<file path="src/rtl/pdstack_pkg.sv">
package pdstack_pkg;

   typedef enum logic [2:0] {
      OP_NOP  = 3'd0,
      OP_INIT = 3'd1,
      OP_PUSH = 3'd2,
      OP_PEEK = 3'd3,
      OP_POP  = 3'd4,
      OP_NEG  = 3'd5,
      OP_ABS  = 3'd6,
      OP_RSVD = 3'd7
   } stk_op_e;

endpackage

</file>
<file path="src/rtl/pdstack_file.sv">
// Storage: one register per physical slot, one write port, two read ports.
module pdstack_file #(
   parameter int DEPTH = 8,
   parameter int W     = 80,
   localparam int PW   = $clog2(DEPTH)
) (
   input  logic          clk,
   input  logic          wr_en,
   input  logic [PW-1:0] wr_slot,
   input  logic [W-1:0]  wr_val,
   input  logic [PW-1:0] top_slot,
   input  logic [PW-1:0] rd_slot,
   output logic [W-1:0]  top_raw,
   output logic [W-1:0]  rd_raw
);

   logic [DEPTH-1:0][W-1:0] cells;

   for (genvar g = 0; g < DEPTH; g++) begin : g_slot
      logic [W-1:0] q;
      always_ff @(posedge clk) begin
         if (wr_en && (wr_slot == PW'(g))) begin
            q <= wr_val;
         end
      end
      assign cells[g] = q;
   end

   assign top_raw = cells[top_slot];
   assign rd_raw  = cells[rd_slot];

endmodule

</file>
<file path="src/rtl/pdstack_ctrl.sv">
// Top pointer, occupancy tags, opcode decode and registered result/pulses.
module pdstack_ctrl
   import pdstack_pkg::*;
#(
   parameter int DEPTH = 8,
   parameter int W     = 80,
   localparam int PW   = $clog2(DEPTH)
) (
   input  logic             clk,
   input  logic             rst_n,
   input  logic             op_valid,
   input  logic [2:0]       op,
   input  logic [W-1:0]     load_data,
   input  logic [W-1:0]     top_raw,
   output logic             ready,
   output logic [PW-1:0]    top_ptr,
   output logic [DEPTH-1:0] tag,
   output logic             wr_en,
   output logic [PW-1:0]    wr_slot,
   output logic [W-1:0]     wr_val,
   output logic             st_valid,
   output logic [W-1:0]     st_data,
   output logic             underflow,
   output logic             overflow
);

   stk_op_e       opc;
   logic          live;
   logic          has_top;
   logic [PW-1:0] push_slot;

   assign opc       = stk_op_e'(op);
   assign live      = op_valid && ready;
   assign has_top   = tag[top_ptr];
   assign push_slot = top_ptr - PW'(1);

   always_comb begin
      wr_en   = 1'b0;
      wr_slot = top_ptr;
      wr_val  = top_raw;
      if (live) begin
         unique case (opc)
            OP_PUSH: begin
               wr_en   = 1'b1;
               wr_slot = push_slot;
               wr_val  = load_data;
            end
            OP_NEG: begin
               wr_en  = has_top;
               wr_val = {~top_raw[W-1], top_raw[W-2:0]};
            end
            OP_ABS: begin
               wr_en  = has_top;
               wr_val = {1'b0, top_raw[W-2:0]};
            end
            default: ;
         endcase
      end
   end

   always_ff @(posedge clk or negedge rst_n) begin
      if (!rst_n) begin
         ready     <= 1'b0;
         top_ptr   <= '0;
         tag       <= '0;
         st_valid  <= 1'b0;
         st_data   <= '0;
         underflow <= 1'b0;
         overflow  <= 1'b0;
      end else begin
         st_valid  <= 1'b0;
         underflow <= 1'b0;
         overflow  <= 1'b0;
         if (op_valid && opc == OP_INIT) begin
            ready   <= 1'b1;
            top_ptr <= '0;
            tag     <= '0;
         end else if (live) begin
            unique case (opc)
               OP_PUSH: begin
                  top_ptr        <= push_slot;
                  tag[push_slot] <= 1'b1;
                  overflow       <= tag[push_slot];
               end
               OP_PEEK, OP_POP: begin
                  st_valid  <= 1'b1;
                  st_data   <= has_top ? top_raw : '0;
                  underflow <= !has_top;
                  if (opc == OP_POP && has_top) begin
                     tag[top_ptr] <= 1'b0;
                     top_ptr      <= top_ptr + PW'(1);
                  end
               end
               default: ;
            endcase
         end
      end
   end

endmodule

</file>
<file path="src/rtl/pdstack_top.sv">
module pdstack_top #(
   parameter int  DEPTH = 8,
   parameter int  EXP_W = 15,
   parameter int  MAN_W = 64,
   localparam int W     = 1 + EXP_W + MAN_W,
   localparam int PW    = $clog2(DEPTH)
) (
   input  logic          clk,
   input  logic          rst_n,
   input  logic          op_valid,
   input  logic [2:0]    op,
   input  logic [W-1:0]  load_data,
   input  logic [PW-1:0] rd_idx,
   output logic [W-1:0]  rd_data,
   output logic          st_valid,
   output logic [W-1:0]  st_data,
   output logic          underflow,
   output logic          overflow
);

   if (DEPTH < 2 || (1 << PW) != DEPTH) begin : g_bad_depth
      $error("pdstack_top: DEPTH must be a power of two of at least 2");
   end
   if (EXP_W < 1 || MAN_W < 1) begin : g_bad_fmt
      $error("pdstack_top: exponent and mantissa need at least one bit");
   end

   logic             ready;
   logic [PW-1:0]    top_ptr;
   logic [DEPTH-1:0] tag;
   logic             wr_en;
   logic [PW-1:0]    wr_slot;
   logic [W-1:0]     wr_val;
   logic [W-1:0]     top_raw;
   logic [W-1:0]     rd_raw;
   logic [PW-1:0]    rd_phys;
   logic [W-1:0]     top_live;

   assign rd_phys  = top_ptr + rd_idx;
   assign rd_data  = tag[rd_phys] ? rd_raw : '0;
   assign top_live = tag[top_ptr] ? top_raw : '0;

   pdstack_ctrl #(.DEPTH(DEPTH), .W(W)) u_ctrl (
      .clk       (clk),
      .rst_n     (rst_n),
      .op_valid  (op_valid),
      .op        (op),
      .load_data (load_data),
      .top_raw   (top_raw),
      .ready     (ready),
      .top_ptr   (top_ptr),
      .tag       (tag),
      .wr_en     (wr_en),
      .wr_slot   (wr_slot),
      .wr_val    (wr_val),
      .st_valid  (st_valid),
      .st_data   (st_data),
      .underflow (underflow),
      .overflow  (overflow)
   );

   pdstack_file #(.DEPTH(DEPTH), .W(W)) u_file (
      .clk      (clk),
      .wr_en    (wr_en),
      .wr_slot  (wr_slot),
      .wr_val   (wr_val),
      .top_slot (top_ptr),
      .rd_slot  (rd_phys),
      .top_raw  (top_raw),
      .rd_raw   (rd_raw)
   );

endmodule

</file>
<file path="config.mk">
export PLATFORM = sky130hd
export DESIGN_NAME = pdstack_top
export DESIGN_NICKNAME = d
export VERILOG_FILES = /design/src/rtl/pdstack_pkg.sv /design/src/rtl/pdstack_file.sv /design/src/rtl/pdstack_ctrl.sv /design/src/rtl/pdstack_top.sv
export SDC_FILE = /design/constraint.sdc
export NUM_CORES = 1
export LEC_CHECK = 0
export BUFFER_PORTS_ARGS = -buffer_cell sky130_fd_sc_hd__buf_4
export CAP_MARGIN = 20
export CELL_PAD_IN_SITES_DETAIL_PLACEMENT = 0
export CELL_PAD_IN_SITES_GLOBAL_PLACEMENT = 1
export CORE_ASPECT_RATIO = 1.4
export CORE_MARGIN = 2
export CORE_UTILIZATION = 25
export CTS_BUF_LIST = sky130_fd_sc_hd__clkbuf_8
export DETAILED_ROUTE_END_ITERATION = 10
export PLACE_DENSITY = 0.56
export REMOVE_ABC_BUFFERS = 1
export SYNTH_ARGS = -nofsm -noshare
export SYNTH_HDL_FRONTEND = slang
export SYNTH_SLANG_ARGS = --single-unit
</file>
<file path="constraint.sdc">
create_clock -name clk -period 7.13 [get_ports clk]
set_clock_uncertainty 0.15 [all_clocks]
set_input_delay 0.713 -clock clk [delete_from_list [all_inputs] [get_ports clk]]
set_output_delay 0.713 -clock clk [all_outputs]
set_load 0.05 [all_outputs]
</file>
==> results of run 1 <==
## per-layer routing
metal,vias up,GRT usage
li1,8885,-
met1,11354,0.209
met2,791,0.274
met3,174,0.0272
met4,6,0.0536
met5,-,0
## area by class of cell
type | instances | share of cell area
clock buffer | 134 | 0.0455
timing repair buffer | 297 | 0.0586
multi-input combinational | 1085 | 0.279
sequential | 735 | 0.533
tap | 1771 | 0.0547
clock inverter | 87 | 0.0206
antenna | 4 | 0.000247
inverter | 86 | 0.00809
## synthesized netlist by cell type, types with 9 or more instances
master,instances
edfxtp_1,640
a22o_1,30
o21ai_0,124
inv_1,82
a21oi_1,65
a22oi_1,19
mux4_2,256
buf_2,51
o221ai_1,12
nand3_1,86
nor2b_1,9
nor2_1,88
clkbuf_1,96
nand2_1,86
dfrtp_1,95
o21ai_1,29
mux2i_1,92
mux2_2,63
a221oi_1,44
## cell families after synthesis
logic type,after synthesis,share of synthesized area
compound gates,365,0.0686
xor+xnor,6,0.00155
fa+ha+maj,4,0.00170
buf+inv,248,0.0306
flops,735,0.639
mux,411,0.219
simple gates,299,0.0400
## state kept, by name, summed over array words and instances (netlist names)
signal	flops
u_file.g_slot.q	640
u_ctrl.st_data	80
u_ctrl.tag	8
u_ctrl.top_ptr	3
u_ctrl.overflow	1
u_ctrl.ready	1
u_ctrl.st_valid	1
u_ctrl.underflow	1
## power breakdown
group | total, mW | switching, mW | internal [mW]
Combinational | 8.56 | 5.56 | 3.00
Sequential | 6.22 | 0.313 | 5.91
Clock | 4.12 | 1.84 | 2.28
## through the flow
step / util / hold WS (ps) / TNS, ps
final: 0.302 / 164 / 0
after global routing: 0.302 / 124 / 0
after CTS: 0.301 / 64.9 / 0
after detailed placement: 0.281 / 322 / 0
after global placement: 0.281 / 315 / 0
after floorplan: - / 267 / -4441040
## path summary, 6_finish.rpt
kind                                    startpoint                endpoint  slack, ps  depth (start not counted)
worst max-delay path             u_ctrl.top_ptr[1]             rd_data[58]        700                          8
worst min-delay path                 load_data[38]  u_file.g_slot[1].q[38]        160                          2
worst max register to register   u_ctrl.top_ptr[1]  u_file.g_slot[4].q[11]       2400                          8
worst min register to register  u_ctrl.st_data[12]      u_ctrl.st_data[12]        330                          2
max in group asynchronous                    rst_n      u_ctrl.st_data[28]       5340                          3
min in group asynchronous                    rst_n      u_ctrl.st_data[36]        300                          2
## critical path, stage by stage (launching register included)
cell      delay [ps]
dfrtp_4          890
clkinv_1         270
fa_4             980
buf_4            810
buf_4            510
mux4_2           270
inv_1             40
o21ai_0          560
buf_4            320
==> results.json, run 1 <==
{
  "wl_um": 113000,
  "drive_gt1_frac": 0.342,
  "wl_met2_um": 56600,
  "synth_edf_count": 640,
  "die_h_um": 439,
  "root_buffer": "clkbuf_8",
  "yosys_warnings": 0,
  "synth-seq-cells": 735,
  "grt_overflow": 0,
  "drt_pass1_iterations": 6,
  "syn_area_um2": 33800,
  "async_flop_share": 0.129,
  "fmax_mhz": 156,
  "fp.dieW_um": 315,
  "clkTransAtPathRegs_ps": 80,
  "io_buffers": 251,
  "detailedPlace.worstSlack_ps": 1420,
  "stdcell_count": 4199,
  "die_area_um2": 138000,
  "min_path_type": "input pin to flop",
  "setup_viol": 0,
  "relSlewSlack": 0.256,
  "power_density_nw_per_um2": 466,
  "fill_cells": 13328,
  "synthCells": 2068,
  "route.vias.total": 21210,
  "synth_flop_cell": "edfxtp_1",
  "crit_type": "flop to primary output",
  "cts_tree": "done",
  "required_ps": 6270,
  "ant_nets": 0,
  "drc": 0,
  "period_needed_ps": 6430,
  "p_leak_nw": 14.0,
  "layout_common_cells": "edfxtp_1, buf_4, mux4_2",
  "wl_met1_um": 47500,
  "clk_path_buf_depth": 3,
  "synth-seq-area-share": 0.639,
  "cts_setup_buffers": 0,
  "yosysTopAreaCellShare": 0.568,
  "drv_cap": 0,
  "grt_max_degree": 133,
  "pin_count": 252,
  "drt-wirelength-per-cell_um": 27.0,
  "synth_cell_types": 56,
  "end_kind": "primary output",
  "regArea_um2": 21600,
  "total_power_mw": 18.9,
  "place_inst": 3972,
  "fp.coreArea_um2": 134000,
  "ctsResizeCount": 0,
  "finalCritPeriodShare": 0.901,
  "critical_path_arrival_ps": 5560,
  "cts_buffers": 116,
  "dpl.hpwl_um": 67000,
  "clk_latency_ps": 850,
  "startpoint_type": "flop",
  "status": "finished clean",
  "mostFrequentLayoutCell": "edfxtp_1",
  "grt_pass1_vias": 22350,
  "grt_pass1_wl_um": 163000,
  "grtUsageTotal": 0.162,
  "cp_max_fo": 60,
  "tightestPinTransition_ps": 1120,
  "routed_via_density": 5.05,
  "highest_layer": "met5",
  "synth_area_per_cell_um2": 16.3,
  "yosys.area.top_type": "edfxtp_1",
  "multi_input_area_um2": 11300,
  "fp-row-count": 159,
  "drt_iter0_markers": 1803,
  "antenna_found_initial": 7,
  "placed_cell_area_um2": 37800,
  "gp_congestion": 0.766,
  "cts_max_level": 3,
  "ys_top_cells_by_area": "edfxtp_1, mux4_2, dfrtp_1",
  "design_area_um2": 40500,
  "hold_viol": 0,
  "slew_viol_final": 0,
  "syn_to_final_growth_pct": 19.8,
  "nets": 2414,
  "rsz0062_at_grt": "no",
  "cts_sinks": 735,
  "met3_length_um": 6370,
  "start_util": 0.252,
  "peakVddDrop_mv": 0.339,
  "postCtsHoldBufs": 1,
  "setup_ws_ps": 705
}
No activity file was read; power rests on OpenSTA's default activity.
==> inputs of run 2 (changes only) <==
--- a/config.mk
+++ b/config.mk
@@ -7,14 +7,12 @@
 export LEC_CHECK = 0
 export BUFFER_PORTS_ARGS = -buffer_cell sky130_fd_sc_hd__buf_4
 export CAP_MARGIN = 20
-export CELL_PAD_IN_SITES_DETAIL_PLACEMENT = 0
-export CELL_PAD_IN_SITES_GLOBAL_PLACEMENT = 1
 export CORE_ASPECT_RATIO = 1.4
 export CORE_MARGIN = 2
 export CORE_UTILIZATION = 25
 export CTS_BUF_LIST = sky130_fd_sc_hd__clkbuf_8
 export DETAILED_ROUTE_END_ITERATION = 10
-export PLACE_DENSITY = 0.56
+export PLACE_DENSITY = 0.51
 export REMOVE_ABC_BUFFERS = 1
 export SYNTH_ARGS = -nofsm -noshare
 export SYNTH_HDL_FRONTEND = slang
==> run 2 against run 1 <==
  * Routed wire length is 0.85% lower
  * Combinational power is 2% lower
  * Sequential share of layout area is 0.29 points higher
  * Critical path type unchanged
  * Largest cell class unchanged
  * Highest routed layer unchanged
==> results.json, run 2 (synthesis results as in run 1) <==
{
  "status": "finished clean",
  "drv_cap": 0,
  "min_path_type": "input pin to flop",
  "fp-row-count": 159,
  "drt_pass1_iterations": 5,
  "root_buffer": "clkbuf_8",
  "finalCritPeriodShare": 0.855,
  "clk_latency_ps": 790,
  "setup_viol": 0,
  "drc": 0,
  "grt_pass1_vias": 22556,
  "syn_to_final_growth_pct": 19.2,
  "setup_ws_ps": 1040,
  "startpoint_type": "flop",
  "grtUsageTotal": 0.160,
  "design_area_um2": 40300,
  "end_kind": "primary output",
  "fmax_mhz": 164,
  "drive_gt1_frac": 0.339,
  "required_ps": 6270,
  "die_h_um": 439,
  "slew_viol_final": 0,
  "cts_max_level": 3,
  "reg_top3": "u_file.g_slot.q x640, u_ctrl.st_data x80, u_ctrl.tag x8",
  "drt_iter0_markers": 1648,
  "cp_max_fo": 60,
  "tightestPinTransition_ps": 1130,
  "cts_sinks": 735,
  "relSlewSlack": 0.246,
  "fp.dieW_um": 315,
  "dpl.hpwl_um": 67200,
  "final_util": 0.300,
  "rsz0062_at_grt": "no",
  "grt_pass1_wl_um": 161000,
  "gp_congestion": 0.771,
  "critical_path_arrival_ps": 5230,
  "fin_hold_ws_ps": 182,
  "ff2ff_setup_slack_ps": 2150,
  "antenna_found_initial": 9,
  "mostFrequentLayoutCell": "edfxtp_1",
  "largest_register": "u_file.g_slot.q",
  "ant_nets": 0,
  "detailedPlace.worstSlack_ps": 1720,
  "pin_count": 252,
  "cts_setup_buffers": 0,
  "power_density_nw_per_um2": 460,
  "period_needed_ps": 6090,
  "io_buffers": 251,
  "clk_path_buf_depth": 3,
  "grt_overflow": 0,
  "peakVddDrop_mv": 0.722,
  "grt_max_degree": 115,
  "start_util": 0.252,
  "hold_viol": 0,
  "wl_um": 112000,
  "fp.coreArea_um2": 134000,
  "die_area_um2": 138000,
  "ctsResizeCount": 0,
  "fill_cells": 13290,
  "layout_common_cells": "edfxtp_1, buf_4, mux4_2",
  "total_power_mw": 18.6,
  "clkTransAtPathRegs_ps": 70,
  "cts_tree": "done",
  "crit_type": "flop to primary output",
  "nets": 2419,
  "route.vias.total": 21077,
  "largest_reg_flops": 640,
  "drt-wirelength-per-cell_um": 26.8,
  "placed_cell_area_um2": 37700,
  "cts_buffers": 117,
  "p_leak_nw": 14.0,
  "postCtsHoldBufs": 1,
  "routed_via_density": 5.02
}
run 2: critical path, stage by stage, from the launching register on:
cell and delay, ps:
dfrtp_4 930, clkinv_1 290, fa_4 1180, mux4_2 460, nand2b_4 740, buf_4 400, o21ai_0 180, buf_4 220
run 2: path summary, 6_finish.rpt:
path	startpoint	end	cells after the start
min in group asynchronous	rst_n	u_ctrl.st_data[60]	2
hold / removal	load_data[58]	u_file.g_slot[3].q[58]	2
setup / recovery	u_ctrl.top_ptr[1]	rd_data[30]	7
hold reg to reg	u_ctrl.st_data[79]	u_ctrl.st_data[79]	2
setup reg to reg	u_ctrl.top_ptr[0]	u_file.g_slot[5].q[0]	7
max in group asynchronous	rst_n	u_ctrl.top_ptr[0]	3
run 2: layout make-up:
class | instances | area, um2 | share of cell area
Timing Repair Buffer | 301 | 2320 | 0.0577
Clock buffer | 128 | 1760 | 0.0437
Antenna cell | 2 | 5.00 | 0.000124
Multi-Input combinational cell | 1085 | 11300 | 0.280
Tap cell | 1771 | 2220 | 0.0550
Clock inverter | 93 | 758 | 0.0188
Inverter | 86 | 328 | 0.00813
Sequential cell | 735 | 21600 | 0.536
run 2: per-layer routing:
metal	share of wire	track usage	routed length, um
met1	0.43	0.206	47900
met4	0.027	0.0545	3090
met5	0.00035	0	39
met3	0.054	0.0309	6090
met2	0.49	0.268	55400
run 2: stage by stage:
stage / TNS [ps] / std cells
5_1_grt: 0 / 4201
3_3_place_gp: 0 / 3976
3_5_place_dp: 0 / 3976
2_1_floorplan: -4441040 / 1906
6_report: 0 / 4201
4_1_cts: 0 / 4198
run 2: where the power goes:
part           internal, mW  total (mW)  switching, mW  leakage [nW]
clock network          2.10        3.89           1.79          1.39
registers              5.91        6.23          0.321          7.06
logic                  2.97        8.43           5.46          5.51
==> inputs of run 3 (changes only) <==
--- a/config.mk
+++ b/config.mk
@@ -9,10 +9,10 @@
 export CAP_MARGIN = 20
 export CORE_ASPECT_RATIO = 1.4
 export CORE_MARGIN = 2
-export CORE_UTILIZATION = 25
+export CORE_UTILIZATION = 56
 export CTS_BUF_LIST = sky130_fd_sc_hd__clkbuf_8
 export DETAILED_ROUTE_END_ITERATION = 10
-export PLACE_DENSITY = 0.51
+export PLACE_DENSITY = 0.86
 export REMOVE_ABC_BUFFERS = 1
 export SYNTH_ARGS = -nofsm -noshare
 export SYNTH_HDL_FRONTEND = slang
==> run 3 against run 2 <==
  * First-iteration DRC count up 65%
  * Utilization is 34 points higher
  * Critical path depth unchanged
  * Largest power group unchanged
  * Via count grew 3.0%
  * Flip-flop and latch count unchanged
==> results.json, run 3 (synthesis results as in run 1) <==
{
  "routed_via_density": 6.88,
  "layout_common_cells": "edfxtp_1, buf_4, mux4_2",
  "r2r-start": "u_ctrl.top_ptr[0]",
  "total_power_mw": 17.5,
  "die_h_um": 295,
  "cts_setup_buffers": 0,
  "reg_top3": "u_file.g_slot.q x640, u_ctrl.st_data x80, u_ctrl.tag x8",
  "tightestPinTransition_ps": 1180,
  "grtUsageTotal": 0.297,
  "ant_nets": 0,
  "wl_um": 91300,
  "fp-row-count": 106,
  "rsz0062_at_grt": "no",
  "pin_count": 252,
  "ff2ff_setup_slack_ps": 2390,
  "die_area_um2": 62400,
  "largest_register": "u_file.g_slot.q",
  "grt_overflow": 0,
  "finalSetupTns_ps": 0,
  "startpoint_type": "flop",
  "syn_to_final_growth_pct": 13.7,
  "startpoint": "u_ctrl.top_ptr[1]",
  "p_leak_nw": 13.7,
  "peakVddDrop_mv": 0.333,
  "cts_sinks": 735,
  "drv_cap": 0,
  "ctsResizeCount": 0,
  "drt_iter0_markers": 2725,
  "finalCritPeriodShare": 0.818,
  "io_buffers": 251,
  "end_kind": "primary output",
  "grt_max_degree": 83,
  "fill_cells": 4087,
  "cts_max_level": 3,
  "relSlewSlack": 0.208,
  "clkTransAtPathRegs_ps": 70,
  "drt_pass1_iterations": 7,
  "slew_viol_final": 0,
  "mostFrequentLayoutCell": "edfxtp_1",
  "min_path_type": "input pin to flop",
  "drt-wirelength-per-cell_um": 29.0,
  "crit_type": "flop to primary output",
  "worstHoldStart": "load_data[19]",
  "clk_path_buf_depth": 3,
  "largest_reg_flops": 640,
  "nets": 2401,
  "required_ps": 6270,
  "cp_max_fo": 52,
  "cts_tree": "done",
  "placed_cell_area_um2": 36400,
  "dpl.hpwl_um": 53300,
  "hold_viol": 0,
  "critical_path_arrival_ps": 4970,
  "grt_pass1_wl_um": 137000,
  "route.vias.total": 21704,
  "antenna_found_initial": 3,
  "setup_viol": 0,
  "start_util": 0.566,
  "grt_pass1_vias": 22471,
  "drive_gt1_frac": 0.322,
  "clk_latency_ps": 710,
  "drc": 0,
  "root_buffer": "clkbuf_8",
  "design_area_um2": 38400,
  "power_density_nw_per_um2": 456,
  "fp.coreArea_um2": 59700,
  "fmax_mhz": 171,
  "status": "finished clean",
  "cts_buffers": 104,
  "period_needed_ps": 5830,
  "fp.dieW_um": 212,
  "gp_congestion": 0.919
}
[run 3: cell types whose count changed in the layout (fill, tap and decap cells not counted), moves of 2 or more]
cell and delta:
buf_12 +2, bufinv_16 -9, buf_4 -6, clkbuf_8 -15
nor2b_1 +2, clkinv_2 -10, nor2b_2 -2, clkinvlp_4 -3
clkinv_1 -5, clkinv_8 -2, inv_1 +21, clkinv_4 -2
[run 3: worst paths after layout]
| kind | cells after the start | to |
|---|---|---|
| max | 7 | rd_data[63] |
| min | 2 | u_file.g_slot[6].q[19] |
| max reg2reg | 8 | u_file.g_slot[6].q[53] |
| min reg2reg | 2 | u_ctrl.st_data[71] |
| max in group asynchronous | 3 | u_ctrl.top_ptr[2] |
| min in group asynchronous | 2 | u_ctrl.st_data[18] |
[run 3: critical path: stages, from the launching register on]
cell	delay [ps]
dfrtp_4	570
clkinv_1	170
fa_4	1240
mux4_4	1140
buf_4	400
nand3_1	110
o21ai_0	290
buf_4	310
[run 3: layout make-up]
cell class / count / area (um2) / share of cell area
sequential: 735 / 21600 / 0.562
multi-input combinational: 1085 / 11300 / 0.294
timing repair buffer: 296 / 2310 / 0.0600
clock buffer: 113 / 1560 / 0.0405
tap: 756 / 946 / 0.0246
clock inverter: 82 / 414 / 0.0108
inverter: 86 / 325 / 0.00846
antenna: 1 / 2.50 / 0.0000651
[run 3: metrics by stage]
| stage | util | setup WS [ps] | hold WS [ps] | instances |
|---|---|---|---|---|
| floorplan | - | -8400 | 267 | 1906 |
| finish | 0.644 | 1300 | 270 | 3154 |
| detailed placement | 0.610 | 1950 | 327 | 2956 |
| global placement | 0.610 | 2000 | 317 | 2956 |
| CTS | 0.644 | 1340 | 222 | 3152 |
| global route | 0.644 | 1240 | 271 | 3154 |
[run 3: where the power goes]
part	leakage, nW	total (mW)	switching, mW	internal, mW
registers	7.06	6.12	0.210	5.91
clock network	1.19	3.12	1.55	1.57
logic	5.48	8.29	5.32	2.97
total	13.7	17.5	7.08	10.4
[run 3: layer usage]
| metal | global-route usage | wire, um | vias to the layer above |
|---|---|---|---|
| li1 | - | - | 8841 |
| met1 | 0.389 | 31800 | 10871 |
| met2 | 0.477 | 44800 | 1679 |
| met3 | 0.0554 | 10100 | 311 |
| met4 | 0.162 | 4640 | 2 |
| met5 | 0 | 7 | - |
[run 3: timing repair]
action,CTS,global route
hold buffers,1,0
endpoints found under the hold margin,42,0
setup endpoints to repair,0,0
